<file path="config.mk">
export PLATFORM = sky130hd
export DESIGN_NAME = l1_link_seq
export DESIGN_NICKNAME = d
export VERILOG_FILES = /design/src/rtl/l1seq_pkg.sv /design/src/rtl/l1seq_ack_gen.sv /design/src/rtl/l1seq_exit_timer.sv /design/src/rtl/l1_link_seq.sv
export SDC_FILE = /design/constraint.sdc
export NUM_CORES = 1
export LEC_CHECK = 0
export BUFFER_PORTS_ARGS = -buffer_cell sky130_fd_sc_hd__buf_2
export CAP_MARGIN = 30
export CORE_ASPECT_RATIO = 1.2
export CORE_MARGIN = 2
export CORE_UTILIZATION = 35
export CTS_CLUSTER_DIAMETER = 60
export DETAILED_ROUTE_END_ITERATION = 8
export PLACE_DENSITY = 0.62
export SLEW_MARGIN = 20
export SYNTH_ARGS = -nofsm -noshare
export SYNTH_HDL_FRONTEND = slang
export SYNTH_SLANG_ARGS = --single-unit
</file>
<file path="constraint.sdc">
create_clock -name clk -period 1.5 [get_ports clk]
set_input_delay 0.3 -clock clk [delete_from_list [all_inputs] [get_ports clk]]
set_output_delay 0.3 -clock clk [all_outputs]
set_load 0.01 [all_outputs]
</file>
<file path="src/rtl/l1seq_pkg.sv">
package l1seq_pkg;
    typedef enum logic [1:0] {
        LS_L0    = 2'd0,
        LS_ENTRY = 2'd1,
        LS_L1    = 2'd2,
        LS_EXIT  = 2'd3
    } lstate_t;

    typedef struct packed {
        lstate_t st;
    } seq_t;

    typedef struct packed {
        logic ack;
    } ack_t;
endpackage

</file>
<file path="src/rtl/l1seq_ack_gen.sv">
module l1seq_ack_gen (
    input  logic clk,
    input  logic rst_n,
    input  logic fire,
    output logic pulse
);
    import l1seq_pkg::*;

    ack_t a_d, a_q;

    always_comb begin
        a_d.ack = fire;
    end

    always_ff @(posedge clk or negedge rst_n) begin
        if (!rst_n) a_q <= '0;
        else        a_q <= a_d;
    end

    assign pulse = a_q.ack;
endmodule

</file>
<file path="src/rtl/l1seq_exit_timer.sv">
module l1seq_exit_timer #(
    parameter int CNT_W = 16
) (
    input  logic             clk,
    input  logic             rst_n,
    input  logic             run,
    input  logic             link_up,
    input  logic [CNT_W-1:0] limit,
    output logic             err
);
    typedef struct packed {
        logic [CNT_W-1:0] cnt;
        logic             err;
    } tmr_t;

    tmr_t t_d, t_q;

    always_comb begin
        t_d = t_q;
        if (!run) begin
            t_d.cnt = '0;
        end else if (!link_up) begin
            if (t_q.cnt == limit) t_d.err = 1'b1;
            else                  t_d.cnt = t_q.cnt + 1'b1;
        end
    end

    always_ff @(posedge clk or negedge rst_n) begin
        if (!rst_n) t_q <= '0;
        else        t_q <= t_d;
    end

    assign err = t_q.err;
endmodule

</file>
<file path="src/rtl/l1_link_seq.sv">
module l1_link_seq #(
    parameter int CNT_W = 16
) (
    input  logic             clk,
    input  logic             rst_n,
    input  logic             dstate_d3hot,
    input  logic             rx_enter_l1,
    input  logic             cfg_req,
    input  logic             link_up,
    input  logic [CNT_W-1:0] exit_limit,
    output logic             tx_pm_ack,
    output logic             cfg_grant,
    output logic             tx_allowed,
    output logic             exit_req,
    output logic [1:0]       link_state,
    output logic             exit_err
);
    import l1seq_pkg::*;

    seq_t s_d, s_q;
    logic ack_fire;

    // next state; the acknowledge never waits on cfg_req
    always_comb begin
        s_d      = s_q;
        ack_fire = 1'b0;
        unique case (s_q.st)
            LS_L0: begin
                if (rx_enter_l1 && dstate_d3hot) begin
                    s_d.st   = LS_ENTRY;
                    ack_fire = 1'b1;
                end
            end
            LS_ENTRY: begin
                ack_fire = rx_enter_l1;
                if (!link_up) s_d.st = LS_L1;
            end
            LS_L1: begin
                if (cfg_req || !dstate_d3hot) s_d.st = LS_EXIT;
            end
            LS_EXIT: begin
                if (link_up) s_d.st = LS_L0;
            end
            default: s_d.st = LS_L0;
        endcase
    end

    always_ff @(posedge clk or negedge rst_n) begin
        if (!rst_n) s_q <= '{st: LS_L0};
        else        s_q <= s_d;
    end

    l1seq_ack_gen u_ack (
        .clk   (clk),
        .rst_n (rst_n),
        .fire  (ack_fire),
        .pulse (tx_pm_ack)
    );

    l1seq_exit_timer #(.CNT_W(CNT_W)) u_tmr (
        .clk     (clk),
        .rst_n   (rst_n),
        .run     (s_q.st == LS_EXIT),
        .link_up (link_up),
        .limit   (exit_limit),
        .err     (exit_err)
    );

    assign tx_allowed = (s_q.st == LS_L0);
    assign cfg_grant  = cfg_req && tx_allowed;
    assign exit_req   = (s_q.st == LS_EXIT);
    assign link_state = s_q.st;
endmodule

</file>
==> results.py <==
metrics = {
    "place": {
        "preCtsSetupSlack_ps": -219,
        "gp_congestion": 0.793,
        "place_area_mm2": 0.00179,
        "portBuffers": 28,
        "place_hpwl_um": 2680,
    },
    "finish": {
        "area_growth_pct": 46.8,
        "layout_common_cells": "buf_4, buf_2, dfrtp_1, a21oi_1, xnor2_1",
        "final_common_cell": "buf_4",
        "diodes": 0,
        "drive_gt1_share_pct": 42.9,
        "postLayoutCoreUtil_pct": 53.2,
        "final_net_count": 234,
        "finalInstanceArea_mm2": 0.00193,
    },
    "grt": {
        "grt_max_degree": 32,
        "grtUsageTotal_pct": 18.2,
        "antenna_found_initial": 0,
        "grt_pass1_vias": 1332,
        "grt-ovfl-total": 0,
        "grt_pass1_wl_um": 5780,
    },
    "die": {
        "die_area_mm2": 0.00427,
        "die_height_um": 71.2,
        "num_rows": 24,
        "core-area_mm2": 0.00363,
        "pin_count": 29,
        "start_util_pct": 36.2,
        "die_w_um": 60.0,
    },
    "logic_synthesis": {
        "ys_async_sr_fraction_pct": 100,
        "synth_top_family_by_area": "simple AND/OR/NAND/NOR gates",
        "ys_ff_latch": 20,
        "synth_nets": 167,
        "netlist_area_mm2": 0.00132,
        "synth_compound_area_share_pct": 14.4,
        "synth.distinct_cells": 34,
        "synth-xor-area-share_pct": 10.6,
        "syn_inst": 139,
        "muxShareOfSynthArea_pct": 3.14,
        "ys_warn_count": 0,
        "avgSynthCellArea_um2": 9.47,
        "synth_enable_flop_cells": 0,
        "ys.flop_type": "dfrtp_1",
        "synth-simple-area-share_pct": 24.0,
        "synthAdderAreaFrac_pct": 5.70,
        "ys_seq_area_share_pct": 38.0,
    },
    "route": {
        "via_count": 1296,
        "vias_per_cell": 5.04,
        "drt.antenna.violating_nets": 0,
        "dr.pass1.iters": 4,
        "post-route-drc-count": 0,
        "drt-wirelength-per-cell_um": 13.8,
        "drt-initial-drc-count": 11,
        "wirelength_um": 3550,
    },
    "timing": {
        "worst_slack_ps": -160,
        "timing.final.crit_share_pct": 111,
        "hold_viol_final": 20,
        "whs_ps": -14.2,
        "finalSetupTns_ps": -2180,
        "rsz0062_at_grt": "true",
        "setup_violations": 19,
        "finalCriticalPeriod_ps": 1660,
        "fmax_mhz": 602,
        "clock_skew_ps": 1.16,
        "relSlewSlack_pct": 68.1,
        "drv_slew": 0,
        "max_slew.worst_pin.slew_ps": 479,
    },
    "setup_path": {
        "cp-start-kind": "flop",
        "critPathCaptureType": "flop",
        "crit_family": "simple AND/OR/NAND/NOR gates",
        "critPathSlowestCell": "or4_1",
        "crit_type": "reg -> reg",
        "path_buf_inv": 1,
        "arrival_ps": 1850,
        "crit_fanout": 4,
        "worstPathCellList": "buf_4 -> nand4b_1 -> or3_1 -> or4_1 -> a21oi_1",
        "worst_ep_required_time_ps": 1690,
        "critical_path.max_stage_delay_ps": 400,
    },
    "clock_tree": {
        "cts.path.max_buffers": 2,
        "cts_root_buf": "clkbuf_8",
        "cts_sinks": 20,
        "cts.reportedPaths.clkPinSlew_ps": 70,
        "clk_latency_ps": 260,
        "cts_tree": "done",
        "cts_buffers": 3,
        "cts-hold-fix-buffers": 0,
        "htree_num_levels": 1,
    },
    "worst_hold_path": {
        "hold_class": "in -> async",
    },
    "pwr": {
        "powerDensity_mw_per_mm2": 1010,
        "p_leak_nw": 0.824,
        "max-vdd-ir-drop_v": 0.00105,
        "power_mw": 1.95,
    },
    "status": {
        "outcome": "finished with violations",
        "violations": "hold timing, setup timing",
    },
    "job": {
        "max_cap_violations": 0,
    },
}
[worst paths after layout]
| check | from | end | slack [ps] | cells after the start |
|---|---|---|---|---|
| setup / recovery | u_tmr.t_q[2] | u_tmr.t_q[14] | -160 | 5 |
| setup reg to reg | u_tmr.t_q[2] | u_tmr.t_q[14] | -160 | 5 |
| hold / removal | rst_n | u_tmr.t_q[7] | -10 | 1 |
| max in group asynchronous | rst_n | link_state[1] | 1160 | 1 |
| min in group clk | rx_enter_l1 | u_ack.pulse | 280 | 2 |
| hold reg to reg | u_tmr.err | u_tmr.err | 460 | 1 |
[cell usage after synthesis, types with 2 or more instances]
cell type | number | area share (%)
dfrtp_1 | 20 | 38
a21oi_1 | 17 | 6.5
xnor2_1 | 16 | 11
nand2_1 | 8 | 2.3
o21ai_0 | 7 | 2.7
o31ai_1 | 7 | 4.0
or4_1 | 7 | 4.0
ha_1 | 6 | 5.7
inv_1 | 6 | 1.7
nand3_1 | 6 | 2.3
or3_1 | 6 | 2.9
nand4_1 | 4 | 1.9
mux2i_1 | 3 | 2.3
nor2_1 | 3 | 0.86
clkbuf_1 | 2 | 0.57
nand2b_1 | 2 | 0.95
nor2b_1 | 2 | 0.95
[per-stage QoR]
| step | instances | hold slack [ps] |
|---|---|---|
| final | 257 | -14.2 |
| after global routing | 257 | 14.1 |
| after CTS | 257 | 2.92 |
| after detailed placement | 250 | 293 |
| after global placement | 250 | 283 |
| after floorplan | 139 | 4.41 |
[logic make-up (layout without fill, tap and decap cells)]
| kind of cell | Yosys count | after routing |
|---|---|---|
| adders and majority gates | 6 | 6 |
| xor gates and xnor gates | 16 | 16 |
| DFF | 20 | 20 |
| AOI/OAI and AO/OA | 33 | 33 |
| muxes | 4 | 4 |
| and+or+nand+nor | 49 | 49 |
| buffers and inverters | 11 | 77 |
[power breakdown]
| group | internal [mW] | switching [mW] | total (mW) | leakage [nW] |
|---|---|---|---|---|
| Sequential | 0.595 | 0.0616 | 0.657 | 0.270 |
| Clock | 0.189 | 0.185 | 0.374 | 0.0228 |
| Combinational | 0.486 | 0.433 | 0.919 | 0.531 |
| Total | 1.27 | 0.680 | 1.95 | 0.824 |
[cell type report]
cell class | instances | area, um^2
Timing Repair Buffer | 67 | 465
Inverter | 6 | 22.5
Clock buffer | 4 | 45.0
Sequential cell | 20 | 504
Multi-Input combinational cell | 108 | 830
Tap cell | 52 | 65.1
Fill cell | 317 | 1700
[sequential cells by signal, indices dropped and copies added (netlist names)]
| register | flops |
|---|---|
| u_tmr.t_q | 16 |
| link_state | 2 |
| u_ack.pulse | 1 |
| u_tmr.err | 1 |
[metal layers]
layer / track usage [%] / wire length [um] / up-vias
li1: - / - / 641
met3: 2.01 / 128 / 5
met4: 6.67 / 60 / 0
met5: 0 / 0 / -
met1: 19.1 / 1380 / 623
met2: 35.3 / 1980 / 27
[what timing repair did]
action	CTS	global route
gates cloned	0	0
endpoints found under the setup margin	20	21
pin swaps	12	4
resized for setup	13	4
setup buffers	3	0
Power figures use the tool's default switching activity.
